### src/rtl/serclk_pkg.sv
package serclk_pkg;
    localparam int DIV_W   = 8;
    localparam int PRE_W   = 5;   // prescaler counter covers /32
    localparam int POST_W  = 4;   // UART post-divide by 16

    typedef enum logic [1:0] {
        SRC_BASE  = 2'b00,
        SRC_DIV8  = 2'b01,
        SRC_DIV32 = 2'b10,
        SRC_RSVD  = 2'b11
    } src_e;

    typedef struct packed {
        logic base;
        logic div8;
        logic div32;
    } taps_t;

    function automatic logic pick_tap(input taps_t t, input src_e s);
        case (s)
            SRC_DIV8:  pick_tap = t.div8;
            SRC_DIV32: pick_tap = t.div32;
            default:   pick_tap = t.base;   // 00 and reserved 11
        endcase
    endfunction
endpackage

### src/rtl/serclk_prescale.sv
module serclk_prescale
    import serclk_pkg::*;
(
    input  logic  clk,
    input  logic  rst,
    input  logic  base_full,
    output taps_t taps
);
    logic             half_ph;
    logic [PRE_W-1:0] pre_cnt;
    logic             base_tick;

    assign base_tick = !rst && (base_full || half_ph);

    always_ff @(posedge clk) begin
        if (rst) begin
            half_ph <= 1'b0;
            pre_cnt <= '0;
        end else begin
            half_ph <= ~half_ph;
            if (base_tick) pre_cnt <= pre_cnt + 1'b1;
        end
    end

    assign taps.base  = base_tick;
    assign taps.div8  = base_tick && (pre_cnt[2:0] == 3'd7);
    assign taps.div32 = base_tick && (&pre_cnt);

    // every /32 tap coincides with a /8 tap
    p_div32_on_div8_r3: assert property (@(posedge clk) disable iff (rst)
        taps.div32 |-> taps.div8);
endmodule

### src/rtl/serclk_brg.sv
module serclk_brg
    import serclk_pkg::*;
(
    input  logic             clk,
    input  logic             rst,
    input  logic             tap_tick,
    input  logic [DIV_W-1:0] div_n,
    output logic             brg_tick
);
    logic [DIV_W-1:0] cnt;
    logic [DIV_W-1:0] n_cur;

    assign brg_tick = tap_tick && (cnt == '0);

    always_ff @(posedge clk) begin
        if (rst) begin
            cnt   <= '0;
            n_cur <= '0;
        end else if (tap_tick) begin
            if (cnt == '0) begin
                cnt   <= div_n;   // new value taken only at reload
                n_cur <= div_n;
            end else begin
                cnt <= cnt - 1'b1;
            end
        end
    end

    // the running count never exceeds the value loaded at the last reload
    p_cnt_bounded_r5: assert property (@(posedge clk) disable iff (rst)
        cnt <= n_cur);
    // a reload copies the programmed value into the counter
    p_reload_r4: assert property (@(posedge clk) disable iff (rst)
        brg_tick |=> cnt == $past(div_n));
endmodule

### src/rtl/serclk_post.sv
module serclk_post
    import serclk_pkg::*;
(
    input  logic clk,
    input  logic rst,
    input  logic brg_tick,
    input  logic sync_mode,
    input  logic ext_clk_sel,
    input  logic clk_inv,
    input  logic sclk_in,
    output logic sclk_out,
    output logic sclk_oe,
    output logic tx_tick,
    output logic rx_tick
);
    logic [POST_W-1:0] u_cnt;
    logic              uart_tick;
    logic              clk_lvl;
    logic [2:0]        pin_sync;
    logic              pin_now, pin_prev;
    logic              ext_rise, ext_fall;

    always_ff @(posedge clk) begin
        if (rst) begin
            u_cnt    <= '0;
            clk_lvl  <= 1'b0;
            pin_sync <= '0;
        end else begin
            pin_sync <= {pin_sync[1:0], sclk_in};
            if (brg_tick) begin
                u_cnt   <= u_cnt + 1'b1;
                clk_lvl <= ~clk_lvl;
            end
        end
    end

    assign uart_tick = brg_tick && (&u_cnt);
    assign pin_now   = pin_sync[1] ^ clk_inv;
    assign pin_prev  = pin_sync[2] ^ clk_inv;
    assign ext_rise  = pin_now && !pin_prev;
    assign ext_fall  = !pin_now && pin_prev;

    always_comb begin
        if (!sync_mode) begin
            tx_tick = uart_tick;
            rx_tick = uart_tick;
        end else if (ext_clk_sel) begin
            tx_tick = ext_fall;
            rx_tick = ext_rise;
        end else begin
            tx_tick = brg_tick && clk_lvl;
            rx_tick = brg_tick && !clk_lvl;
        end
    end

    assign sclk_out = clk_lvl ^ clk_inv;
    assign sclk_oe  = sync_mode && !ext_clk_sel;

    // a UART tick closes a 16-output group
    p_uart_wrap_r6: assert property (@(posedge clk) disable iff (rst)
        (uart_tick && !sync_mode) |=> u_cnt == '0);
    // in synchronous mode receive and transmit edges never coincide
    p_sync_exclusive_r7: assert property (@(posedge clk) disable iff (rst)
        sync_mode |-> !(tx_tick && rx_tick));
    // the internal clock level only moves on a divider output
    p_lvl_hold_r7: assert property (@(posedge clk) disable iff (rst)
        !brg_tick |=> $stable(clk_lvl));
endmodule

### src/rtl/serclk_gen.sv
module serclk_gen
    import serclk_pkg::*;
(
    input  logic             clk,
    input  logic             rst,
    input  logic             base_full,
    input  logic [1:0]       src_sel,
    input  logic [DIV_W-1:0] div_n,
    input  logic             sync_mode,
    input  logic             ext_clk_sel,
    input  logic             clk_inv,
    input  logic             sclk_in,
    output logic             sclk_out,
    output logic             sclk_oe,
    output logic             tx_tick,
    output logic             rx_tick
);
    taps_t taps;
    logic  tap_tick;
    logic  brg_tick;

    serclk_prescale u_pre (
        .clk(clk), .rst(rst), .base_full(base_full), .taps(taps)
    );

    assign tap_tick = pick_tap(taps, src_e'(src_sel));

    serclk_brg u_brg (
        .clk(clk), .rst(rst), .tap_tick(tap_tick),
        .div_n(div_n), .brg_tick(brg_tick)
    );

    serclk_post u_post (
        .clk(clk), .rst(rst), .brg_tick(brg_tick), .sync_mode(sync_mode),
        .ext_clk_sel(ext_clk_sel), .clk_inv(clk_inv), .sclk_in(sclk_in),
        .sclk_out(sclk_out), .sclk_oe(sclk_oe),
        .tx_tick(tx_tick), .rx_tick(rx_tick)
    );

    // transmit enable is a single-cycle pulse
    p_tx_single_r10: assert property (@(posedge clk) disable iff (rst)
        tx_tick |=> !tx_tick);
    // receive enable is a single-cycle pulse
    p_rx_single_r10: assert property (@(posedge clk) disable iff (rst)
        rx_tick |=> !rx_tick);
endmodule

### config.mk
export PLATFORM = sky130hd
export DESIGN_NAME = serclk_gen
export DESIGN_NICKNAME = d
export VERILOG_FILES = /design/src/rtl/serclk_pkg.sv /design/src/rtl/serclk_prescale.sv /design/src/rtl/serclk_brg.sv /design/src/rtl/serclk_post.sv /design/src/rtl/serclk_gen.sv
export SDC_FILE = /design/constraint.sdc
export NUM_CORES = 1
export LEC_CHECK = 0
export ABC_AREA = 1
export BUFFER_PORTS_ARGS = -buffer_cell sky130_fd_sc_hd__buf_4
export CORE_MARGIN = 2
export CORE_UTILIZATION = 26
export CTS_BUF_LIST = sky130_fd_sc_hd__clkbuf_16
export CTS_CLUSTER_DIAMETER = 80
export DETAILED_ROUTE_END_ITERATION = 16
export PLACE_DENSITY_LB_ADDON = 0.08
export SLEW_MARGIN = 40
export SYNTH_ARGS = -nofsm -noshare
export SYNTH_HDL_FRONTEND = slang
export SYNTH_SLANG_ARGS = --single-unit
### constraint.sdc
create_clock -name clk -period 1.6 [get_ports clk]
set_clock_uncertainty 0.05 [all_clocks]
set_input_delay 0.16 -clock clk [delete_from_list [all_inputs] [get_ports clk]]
set_output_delay 0.16 -clock clk [all_outputs]
set_load 0.01 [all_outputs]
After elaboration in Yosys (flattened, before gate mapping)
Cells that the tools add are included.
{"block": "word_totals", "out_inout_bits": 4, "in_bits": 17, "wordCells": 42, "ff_bits": 22}
{"block": "op_classes", "reduce_logical": 19, "bitwise": 5, "add_sub_neg": 3, "mux": 6, "n_eq_ne": 3}
{"cell": "$logic_and 1x1->1", "n": 10}
{"cell": "$logic_not 8->1", "n": 1}
{"cell": "$mux 8", "n": 1}
{"cell": "$sub 8x1->8 const B", "n": 1}
{"cell": "$add 5x1->5 const B", "n": 1}
{"cell": "$logic_not 1->1", "n": 5}
{"cell": "$reduce_and 5->1", "n": 1}
{"cell": "$add 4x1->4 const B", "n": 1}
{"cell": "$mux 1", "n": 4}
{"cell": "$reduce_and 4->1", "n": 1}
{"cell": "$eq 3x3->1 const B", "n": 1}
{"cell": "$xor 1x1->1", "n": 3}
{"cell": "$eq 2x1->1 const B", "n": 1}
{"cell": "$eq 2x2->1 const B", "n": 1}
{"cell": "$not 1->1", "n": 2}
{"cell": "$pmux 1 s2", "n": 1}
{"cell": "$logic_or 1x1->1", "n": 1}

Logic depth before layout (Yosys ltp)
Gate-level depths: netlist (run 1).
{"block": "logic_depth", "depth_word": 8, "mapped_depth": 12, "mapped_depth_nobuf": 12}

Cells and area by module
Synthesis (run 1) repeated with hierarchy kept, for this count alone.
{"block": "hier_totals", "cells_unflattened": 220, "hier_area_um2": 1431.4}
{"module": "serclk_brg", "instances": 1, "area_each_um2": 624.3, "seq_area_each_um2": 160.2, "cells_each": 97}
{"module": "serclk_post", "instances": 1, "area_each_um2": 436.7, "seq_area_each_um2": 160.2, "cells_each": 70}
{"module": "serclk_prescale", "instances": 1, "area_each_um2": 311.5, "seq_area_each_um2": 120.1, "cells_each": 42}
{"module": "serclk_gen", "instances": 1, "area_each_um2": 58.8, "seq_area_each_um2": 0.0, "cells_each": 11}

Worst setup path before layout (run 1)
No wires, ideal clock.
{"block": "synth_path", "path_type": "register to output", "start": "register u_pre.pre_cnt[0]", "end": "output tx_tick", "path_slack_ns": -0.011, "arrival_ns": 1.401, "t_required_ns": 1.390, "path_stages_with_launch": 13, "n_path_buf": 0, "cell_sequence": "dfxtp_1 > ha_1 > nand2_1 > nor2_1 > ha_1 > nand2_1 > nand3b_1 > nand2_2 > nor2_8 > nand2_1 > nand2_1 > nand2_1 > nand2_1"}
{"block": "synth_between", "elab_chain_len": 7, "elab_cells_between_ends": 10, "classes_between": "eq/ne (1); mux (3); reduce/logical (6)"}
{"element": "start: declaration", "line": "serclk_prescale.sv:10", "text": "logic [PRE_W-1:0] pre_cnt;"}
{"element": "start signal: assignment", "line": "serclk_prescale.sv:21", "text": "if (base_tick) pre_cnt <= pre_cnt + 1'b1;"}
{"element": "$eq 3x3->1 / $reduce_and 5->1 (equally long branches)", "line": "serclk_prescale.sv:26, serclk_prescale.sv:27"}
{"element": "$logic_and 1x1->1, on equally long branches", "line": "serclk_prescale.sv:26, serclk_prescale.sv:27"}
{"element": "$pmux 1 s2 *", "line": "serclk_pkg.sv:20", "text": "case (s)"}
{"element": "$logic_and 1x1->1 *", "line": "serclk_brg.sv:13", "text": "assign brg_tick = tap_tick && (cnt == '0);"}
{"element": "$logic_and 1x1->1", "line": "serclk_post.sv:51", "text": "tx_tick = brg_tick && clk_lvl;"}
{"element": "$mux 1", "line": "serclk_post.sv:47", "text": "end else if (ext_clk_sel) begin"}
{"element": "$mux 1 *", "line": "serclk_post.sv:44", "text": "if (!sync_mode) begin"}
{"element": "end: declaration", "line": "serclk_gen.sv:15", "text": "output logic tx_tick,"}
Mark *: on every way between the ends. The rest lies on a longest branch, timed or not.

Final worst setup path (run 1)
Ends and elaborated chain as after synthesis.

==> results of run 1 <==
-- layout make-up --
class / count / area [sq um]
fillers: 523 / 3040
multi-input cells: 135 / 773
flip-flops and latches: 22 / 443
repair buffers: 30 / 238
inverters: 26 / 97.6
well taps: 67 / 83.8
clock buffers: 3 / 75.1
clock inverters: 1 / 3.75
-- flip-flops by register name (all words and copies together) (netlist names) --
name and flops:
u_post.clk_lvl 1, u_brg.cnt 8, u_post.u_cnt 4, u_post.pin_sync 3, u_pre.half_ph 1, u_pre.pre_cnt 5
-- timing repair --
item	CTS	global route
pin swaps	3	1
buffers inserted	0	3
resized for setup	0	10
endpoints found under the setup margin	14	15
-- worst reg2reg max path, delay by kind of cell, from the launching register on --
family	cells	cell delay, ns
compound gates	2	0.22
flops	1	0.35
fa+ha+maj	2	0.27
buf+inv	2	0.30
simple gates	6	0.45
-- through the flow --
step / power (mW) / setup slack (ns) / cells / area [sq um]
final: 1.76 / -0.281 / 284 / 1710
after global routing: 1.90 / -0.478 / 284 / 1710
after CTS: 1.77 / -0.320 / 282 / 1670
after detailed placement: 1.21 / -0.0638 / 278 / 1590
after global placement: 1.20 / -0.0473 / 278 / 1590
after floorplan: 1.03 / 0.00475 / 186 / 1320
-- worst max path at each step --
stage / depth (start not counted) / endpoint
final: 13 / tx_tick
after global routing: 13 / tx_tick
after CTS: 13 / tx_tick
after detailed placement: 13 / tx_tick
after global placement: 13 / tx_tick
after floorplan: 12 / tx_tick
-- power by group --
| part | total, mW | internal, mW | leakage, nW | switching, mW |
|---|---|---|---|---|
| registers | 0.640 | 0.597 | 0.181 | 0.0432 |
| logic | 0.576 | 0.249 | 0.597 | 0.327 |
| clock network | 0.543 | 0.334 | 0.0385 | 0.209 |
| total | 1.76 | 1.18 | 0.816 | 0.580 |
-- layout by cell type, fill, tap and decap left out, drive strengths merged --
cell type / count
nand3: 16
o21ai: 14
o211ai: 1
inv: 26
clkbuf: 3
ha: 7
or2: 1
nand3b: 1
clkinv: 1
buf: 30
nand2: 43
xnor2: 3
dfxtp: 22
nor3: 1
xor2: 3
nor2: 31
a21oi: 14
-- kinds of logic (layout without fill, tap and decap cells) --
group | after synthesis | after routing | share of synthesized area [%]
compound gates | 29 | 29 | 11.4
flops | 22 | 22 | 34.1
xor+xnor | 6 | 6 | 4.07
simple gates | 93 | 93 | 34.3
fa+ha+maj | 7 | 7 | 6.78
buf+inv | 29 | 60 | 9.30
-- layer usage --
| layer | vias up | GRT usage (%) | wire, um |
|---|---|---|---|
| met5 | - | 0 | 0 |
| met2 | 10 | 21.8 | 1470 |
| li1 | 652 | - | - |
| met3 | 4 | 2.85 | 66 |
| met4 | 0 | 4.17 | 44 |
| met1 | 548 | 12.6 | 1300 |
==> results by group, run 1 <==
Synth
  – Number of synthesized flops with an enable pin: 0
  – Count leader, synth: nand2_1
  – Async set-reset flop share out of synthesis: 0%
  – Synthesized instance count: 186
  – Cell taking the most area after synthesis: dfxtp_1
  – Area contributors post-synth: dfxtp_1, nand2_1, nor2_1
  – Post-synth top flop: dfxtp_1
  – Syn_nets: 210
  – Yosys cell types: 24
  – Share of the synthesized area in the top cell type: 34.1%
  – Yosys warns: 0
  – Yosys reg bits: 22
  – Mean Syn Cell Area: 6.94 sq um
  – Top cells by count, synth: nand2_1, nor2_1, inv_1
  – Sequential-to-total area share from yosys stat: 34.1%
  – Post-Syn Area: 1290 sq um

Floorplan
  – Row Count: 25
  – Die W: 74.5 um
  – Die ar.: 5550 sq um
  – Initial Utilization: 27.2%
  – Core area: 4750 sq um
  – Die height: 74.5 um
  – Num ports: 21

STA
  – # setup viols final: 10
  – Slew Limit Fails: 0
  – Unrepaired setup endpoints after global routing: yes
  – Final hold vios: 0
  – Worst slew pin tran: 0.253 ns
  – Hold_ws: 0.0514 ns
  – Setup WS post-layout: -0.281 ns
  – Min Clock Period, post-route: 1.88 ns
  – Max Fclk: 0.532 GHz
  – Final worst-path cycle share: 118%
  – Worst slew margin: 83.1%
  – Setup TNS: -0.912 ns

Detailed routing
  – 1st-iter DRT viols: 42
  – Vias: 1,214
  – Residual DRC: 0
  – Vias per inst: 4.27
  – Final ANT Viol Nets: 0
  – DR pass1 iterations: 4
  – WL/cell: 10.2 um
  – Sum of routed wire length over all layers: 2890 um

Worst setup path
  – Crit-path max cell delay: 0.35 ns
  – Crit start category: register
  – Crit path launch: u_pre.pre_cnt[0]
  – Critical R2R Capture: u_brg.cnt[7]
  – Crit path DAT: 1.67 ns
  – CP max-delay cell: dfxtp_2
  – CP most frequent cell: nand2_1
  – Critical path type: reg -> out
  – Endpoint class of the critical path: primary output
  – R2r startpoint: u_pre.pre_cnt[0]
  – Delay-heaviest family, CP: simple AND/OR/NAND/NOR gates
  – Worst path bufs/invs: 1
  – R2R depth: 12
  – Critical path cell sequence: ha_4 > nand2_1 > nor2_1 > ha_1 > nand2_1 > nand3b_1 > nand2_2 > nor2_8 > nand2_1 > nand2_1 > nand2_1 > nand2_2 > buf_4
  – Req. time, crit path: 1.39 ns
  – Reg-to-reg setup timing slack: -0.08 ns
  – Maximum fanout along the worst path: 4

Hold path
  – Hold Startpoint: sclk_in
  – Hold WC Path Type: in -> reg
  – Min-Delay Path Depth: 3
  – Min-Delay Endpoint: u_post.pin_sync[0]

Flow run
  – Number of max-cap violations: 0

Placed design
  – RD Place Congestion: 0.816
  – Detailed placement HPWL: 2160 um
  – Port buffer count: 20

GRT
  – Total GRT Usage: 11.6%
  – Global-route wire length before repair: 4970 um
  – Overflow after GRT: 0
  – Pin count of the biggest net entering global routing: 20
  – Initial antenna violation count: 0
  – Vias in the first global route: 1,199

Cells and area
  – Final #Nets: 242
  – Final core occ: 36.1%
  – N_diodes: 0
  – Area Growth Syn to Fin: 32.8%
  – Layout cells sized above 1: 27.2%

Power and ir drop
  – PwrDens: 1030 nW/um^2
  – Leakage power: 0.816 nW
  – Worst vdd ir: 0.000506 V

Clock tree
  – H-tree levels: 1
  – TritonCTS clock tree: done
  – Max Buffers Root-to-Sink: 2
  – Clk slew on worst S/H paths: 0.06 ns
  – Cts hold-fix bufs: 0
  – Worst-Skew Late Latency: 0.26 ns
  – CTS root buffer: clkbuf_16
  – Num CTS Buffers: 3
  – Clk sinks: 22

Outcome
  – Run status: finished with violations
  – Violations in the final reports: negative setup slack
Power figures use the tool's default switching activity.
==> run 2: changes to the inputs <==
--- a/config.mk
+++ b/config.mk
@@ -6,6 +6,7 @@
 export NUM_CORES = 1
 export LEC_CHECK = 0
 export ABC_AREA = 1
+export ABC_CLOCK_PERIOD_IN_PS = 2400
 export BUFFER_PORTS_ARGS = -buffer_cell sky130_fd_sc_hd__buf_4
 export CORE_MARGIN = 2
 export CORE_UTILIZATION = 26
==> constraint.sdc (replaced) <==
create_clock -name clk -period 2.4 [get_ports clk]
set_clock_uncertainty 0.05 [all_clocks]
set_input_delay 0.24 -clock clk [delete_from_list [all_inputs] [get_ports clk]]
set_output_delay 0.24 -clock clk [all_outputs]
set_load 0.01 [all_outputs]
==> results by group, run 2 (synthesis results as in run 1) <==
GRT
  – Global-route wire length before repair: 4970 um
  – Vias in the first global route: 1,129
  – GR Util met2: 19.5%
  – GR Util met3: 3.25%
  – Initial antenna violation count: 0
  – Overflow after GRT: 0
  – Total GRT Usage: 11.5%
  – GR Util met1: 14.1%
  – Most Used Layer, Global Route: met2
  – Pin count of the biggest net entering global routing: 20

Detailed routing
  – Vias per inst: 4.18
  – WL/cell: 10.0 um
  – DR pass1 iterations: 4
  – Sum of routed wire length over all layers: 2750 um
  – Final ANT Viol Nets: 0
  – Vias: 1,145
  – 1st-iter DRT viols: 52
  – Residual DRC: 0

Worst setup path
  – Critical path type: reg -> out
  – Reg-to-reg setup timing slack: 0.67 ns
  – Endpoint class of the critical path: primary output
  – Maximum fanout along the worst path: 10
  – Crit start category: register
  – Crit path launch: u_pre.pre_cnt[0]
  – Req. time, crit path: 2.11 ns
  – R2r startpoint: u_pre.pre_cnt[0]
  – Crit path DAT: 1.82 ns

Clock tree
  – H-tree levels: 1
  – Number of post-CTS setup repair buffers: 0
  – Gates resized, CTS repair: 0
  – Cts hold-fix bufs: 0
  – Clk slew on worst S/H paths: 0.06 ns
  – Clk sinks: 22
  – Num CTS Buffers: 3
  – CTS root buffer: clkbuf_16
  – TritonCTS clock tree: done
  – Max Buffers Root-to-Sink: 2
  – Worst-Skew Late Latency: 0.26 ns

Cells and area
  – Most frequent cells in the layout: nand2_1, nor2_1, inv_1
  – Layout cells sized above 1: 18.4%
  – N_diodes: 0
  – Area Growth Syn to Fin: 22.8%
  – Commonest non-fill, non-tap cell in the layout: nand2_1
  – Largest registers: u_brg.cnt (8), u_pre.pre_cnt (5), u_post.u_cnt (4)
  – Final #Nets: 233
  – Largest register by flop count: u_brg.cnt
  – Largest register FFs: 8

STA
  – Setup TNS: 0 ns
  – Unrepaired setup endpoints after global routing: no
  – Final hold vios: 0
  – # setup viols final: 0
  – Hold_ws: 0.132 ns
  – Worst slew pin tran: 0.245 ns
  – Worst slew margin: 83.6%
  – Max Fclk: 0.474 GHz
  – Final worst-path cycle share: 88.0%
  – Min Clock Period, post-route: 2.11 ns
  – Slew Limit Fails: 0

Floorplan
  – Row Count: 25
  – Core area: 4750 sq um
  – Die ar.: 5550 sq um
  – Num ports: 21
  – Die W: 74.5 um
  – Die height: 74.5 um
  – Initial Utilization: 27.2%

Power and ir drop
  – Leakage power: 0.762 nW
  – Total power: 1.11 mW
  – PwrDens: 703 nW/um^2
  – Worst vdd ir: 0.000272 V

Placed design
  – Detailed placement HPWL: 2060 um
  – RD Place Congestion: 0.724
  – Port buffer count: 20

Hold path
  – Hold WC Path Type: in -> reg
  – Hold Startpoint: sclk_in

Outcome
  – Run status: finished clean

Flow run
  – Number of max-cap violations: 0
[run 2: power by group]
group,switching [mW],total [mW],internal [mW]
clock network,0.134,0.355,0.220
logic,0.202,0.334,0.133
registers,0.0282,0.425,0.397
[run 2: per-layer routing]
layer / up-vias / routed length [um]
met3: 4 / 91
met4: 0 / 42
li1: 632 / -
met2: 13 / 1330
met5: - / 0
met1: 496 / 1290
[run 2: final cells by class]
type,count,area [sq um]
Multi-Input combinational cell,135,731
Fill cell,535,3170
Inverter,26,97.6
Tap cell,67,83.8
Sequential cell,22,440
Timing Repair Buffer,21,158
Clock buffer,3,75.1
[run 2: worst paths after layout]
path	to	depth (start not counted)
min	u_post.pin_sync[0]	3
max reg2reg	u_brg.cnt[1]	12
max	rx_tick	11
min reg2reg	u_post.pin_sync[1]	2
[run 2: metrics by stage]
| stage | worst slack, ns | cells | instance area (sq um) | util [%] |
|---|---|---|---|---|
| 2_1_floorplan | 0.709 | 186 | 1290 | - |
| 6_report | 0.288 | 274 | 1590 | 33.3 |
| 3_3_place_gp | 0.589 | 271 | 1510 | 31.8 |
| 4_1_cts | 0.286 | 274 | 1590 | 33.3 |
| 5_1_grt | 0.108 | 274 | 1590 | 33.3 |
| 3_5_place_dp | 0.564 | 271 | 1510 | 31.8 |
[run 2: worst max-delay path: stages (launching register included)]
cell	delay, ns
dfxtp_1	0.37
ha_1	0.18
nand2_1	0.05
nor2_1	0.09
ha_1	0.14
nand2_1	0.05
nand3b_1	0.09
nand2_2	0.10
nor2_8	0.15
nand3_1	0.12
nand3_1	0.10
buf_4	0.13
==> run 3: changes to the inputs <==
--- a/config.mk
+++ b/config.mk
@@ -5,7 +5,6 @@
 export SDC_FILE = /design/constraint.sdc
 export NUM_CORES = 1
 export LEC_CHECK = 0
-export ABC_AREA = 1
 export ABC_CLOCK_PERIOD_IN_PS = 2400
 export BUFFER_PORTS_ARGS = -buffer_cell sky130_fd_sc_hd__buf_4
 export CORE_MARGIN = 2
==> results by group, run 3 <==
Synth
  – Yosys reg bits: 22
  – Share of the synthesized area in the top cell type: 36.6%
  – Syn_nets: 163
  – Async set-reset flop share out of synthesis: 0%
  – Area contributors post-synth: dfxtp_1, ha_1, a21oi_1
  – Top cells by count, synth: dfxtp_1, a21oi_1, inv_1, o21ai_0, nand3_1
  – Number of synthesized flops with an enable pin: 0
  – Sequential-to-total area share from yosys stat: 36.6%
  – Mean Syn Cell Area: 8.67 sq um
  – Post-synth top flop: dfxtp_1
  – Yosys warns: 0
  – Count leader, synth: dfxtp_1
  – Post-Syn Area: 1200 sq um
  – Cell taking the most area after synthesis: dfxtp_1
  – Yosys cell types: 35
  – Synthesized instance count: 139

Clock tree
  – Cts hold-fix bufs: 0
  – Clk slew on worst S/H paths: 0.06 ns
  – Max Buffers Root-to-Sink: 2
  – Number of post-CTS setup repair buffers: 0
  – H-tree levels: 1
  – Num CTS Buffers: 3
  – TritonCTS clock tree: done
  – Clk sinks: 22
  – CTS root buffer: clkbuf_16
  – Worst-Skew Late Latency: 0.25 ns

STA
  – Setup TNS: 0 ns
  – Unrepaired setup endpoints after global routing: no
  – Final worst-path cycle share: 93.7%
  – Hold_ws: 0.144 ns
  – Setup WS post-layout: 0.152 ns
  – Worst slew pin tran: 0.647 ns
  – Worst slew margin: 56.4%
  – Min Clock Period, post-route: 2.25 ns
  – # setup viols final: 0
  – Max Fclk: 0.445 GHz
  – Final hold vios: 0
  – Slew Limit Fails: 0

Worst setup path
  – Crit path DAT: 1.96 ns
  – CP max-delay cell: dfxtp_2
  – CP Depth: 8
  – Critical R2R Capture: u_post.u_cnt[3]
  – Crit-path max cell delay: 0.35 ns
  – Endpoint class of the critical path: primary output
  – Crit path to: tx_tick
  – Delay-heaviest family, CP: compound AO/OA/AOI/OAI gates
  – Critical path cell sequence: ha_2 > and3_1 > ha_1 > mux2i_2 > a211oi_2 > nand3_2 > o21ai_2 > buf_4
  – R2r startpoint: u_pre.pre_cnt[0]
  – Crit start category: register
  – Reg-to-reg setup timing slack: 0.26 ns
  – Worst path bufs/invs: 1
  – R2R depth: 7
  – Req. time, crit path: 2.11 ns
  – Maximum fanout along the worst path: 3
  – Crit path launch: u_pre.pre_cnt[0]
  – Critical path type: reg -> out

Cells and area
  – Layout cells sized above 1: 25.9%
  – Largest register by flop count: u_brg.cnt
  – Most frequent cells in the layout: buf_4, dfxtp_1, a21oi_1
  – Area Growth Syn to Fin: 29.3%
  – Commonest non-fill, non-tap cell in the layout: buf_4
  – Largest register FFs: 8
  – N_diodes: 0
  – Final #Nets: 187
  – Largest registers: u_brg.cnt (8), u_pre.pre_cnt (5), u_post.u_cnt (4)

GRT
  – Vias in the first global route: 1,056
  – Initial antenna violation count: 0
  – Global-route wire length before repair: 4860 um
  – Total GRT Usage: 11.7%
  – Overflow after GRT: 0
  – Pin count of the biggest net entering global routing: 24

Power and ir drop
  – PwrDens: 1090 nW/um^2
  – Worst vdd ir: 0.000361 V
  – Total power: 1.69 mW
  – Leakage power: 0.638 nW

Detailed routing
  – WL/cell: 12.9 um
  – Residual DRC: 0
  – Final ANT Viol Nets: 0
  – Sum of routed wire length over all layers: 2760 um
  – 1st-iter DRT viols: 60
  – Vias per inst: 5.07
  – Vias: 1,084
  – DR pass1 iterations: 4

Floorplan
  – Die height: 72.1 um
  – Row Count: 24
  – Die ar.: 5190 sq um
  – Initial Utilization: 27.3%
  – Die W: 72.1 um
  – Core area: 4410 sq um
  – Num ports: 21

Outcome
  – Run status: finished clean

Hold path
  – Hold WC Path Type: in -> reg

Placed design
  – Port buffer count: 20
  – Setup WS pre-CTS: 0.226 ns
  – Detailed placement HPWL: 2060 um
  – RD Place Congestion: 0.730

Flow run
  – Number of max-cap violations: 0
[run 3: cell types whose count changed in the layout (fill, tap and decap cells not counted), sizes merged, moves of 4 or more]
cell and change:
nor2b +4, nand3 -7, nand2 -37, nor2 -26, mux2i +6, inv -15
[run 3: timing repair]
item / in CTS / in global routing
resized for setup: 1 / 9
pin swaps: 1 / 3
endpoints found under the hold margin: 0 / 0
setup endpoints to repair: 2 / 4
[run 3: worst min-delay path by stage]
stage	endpoint	cells after the start	start	slack, ns
5_1_grt	u_post.pin_sync[0]	2	sclk_in	0.17
3_3_place_gp	u_post.pin_sync[1]	1	u_post.pin_sync[0]	0.37
6_report	u_post.pin_sync[0]	2	sclk_in	0.14
3_5_place_dp	u_post.pin_sync[1]	1	u_post.pin_sync[0]	0.38
4_1_cts	u_post.pin_sync[0]	2	sclk_in	0.14
2_1_floorplan	u_post.pin_sync[0]	1	sclk_in	0.32
[run 3: per-layer routing]
| metal | up-vias | GRT usage [%] | wire [um] |
|---|---|---|---|
| met5 | - | 0 | 0 |
| met4 | 0 | 3.77 | 17 |
| met3 | 2 | 2.50 | 113 |
| met2 | 16 | 19.6 | 1310 |
| met1 | 509 | 15.0 | 1310 |
| li1 | 557 | - | - |
[run 3: cell type report]
class	instances	area, sq um
clock buffers	3	75.1
clock inverters	1	30.0
fillers	467	2860
inverters	11	41.3
multi-input cells	101	723
flip-flops and latches	22	443
well taps	52	65.1
repair buffers	24	180
[run 3: logic make-up (layout without fill, tap and decap cells)]
logic type	after synthesis	after routing	synth area share, %
simple gates	44	44	23.3
compound gates	42	42	21.3
flops	22	22	36.6
buf+inv	16	39	5.19
fa+ha+maj	7	7	7.27
mux	6	6	4.98
xor+xnor	2	2	1.45
[run 3: report_power, final]
group          total (mW)  switching, mW  leakage [nW]  internal [mW]
sequential          0.505         0.0767         0.180          0.428
clock               0.467          0.136        0.0511          0.331
combinational       0.720          0.396         0.407          0.324
[run 3: through the flow]
step	area [sq um]	cells	util (%)
6_report	1560	214	35.3
3_5_place_dp	1430	210	32.4
4_1_cts	1540	214	34.9
3_3_place_gp	1430	210	32.4
2_1_floorplan	1200	139	-
5_1_grt	1560	214	35.3
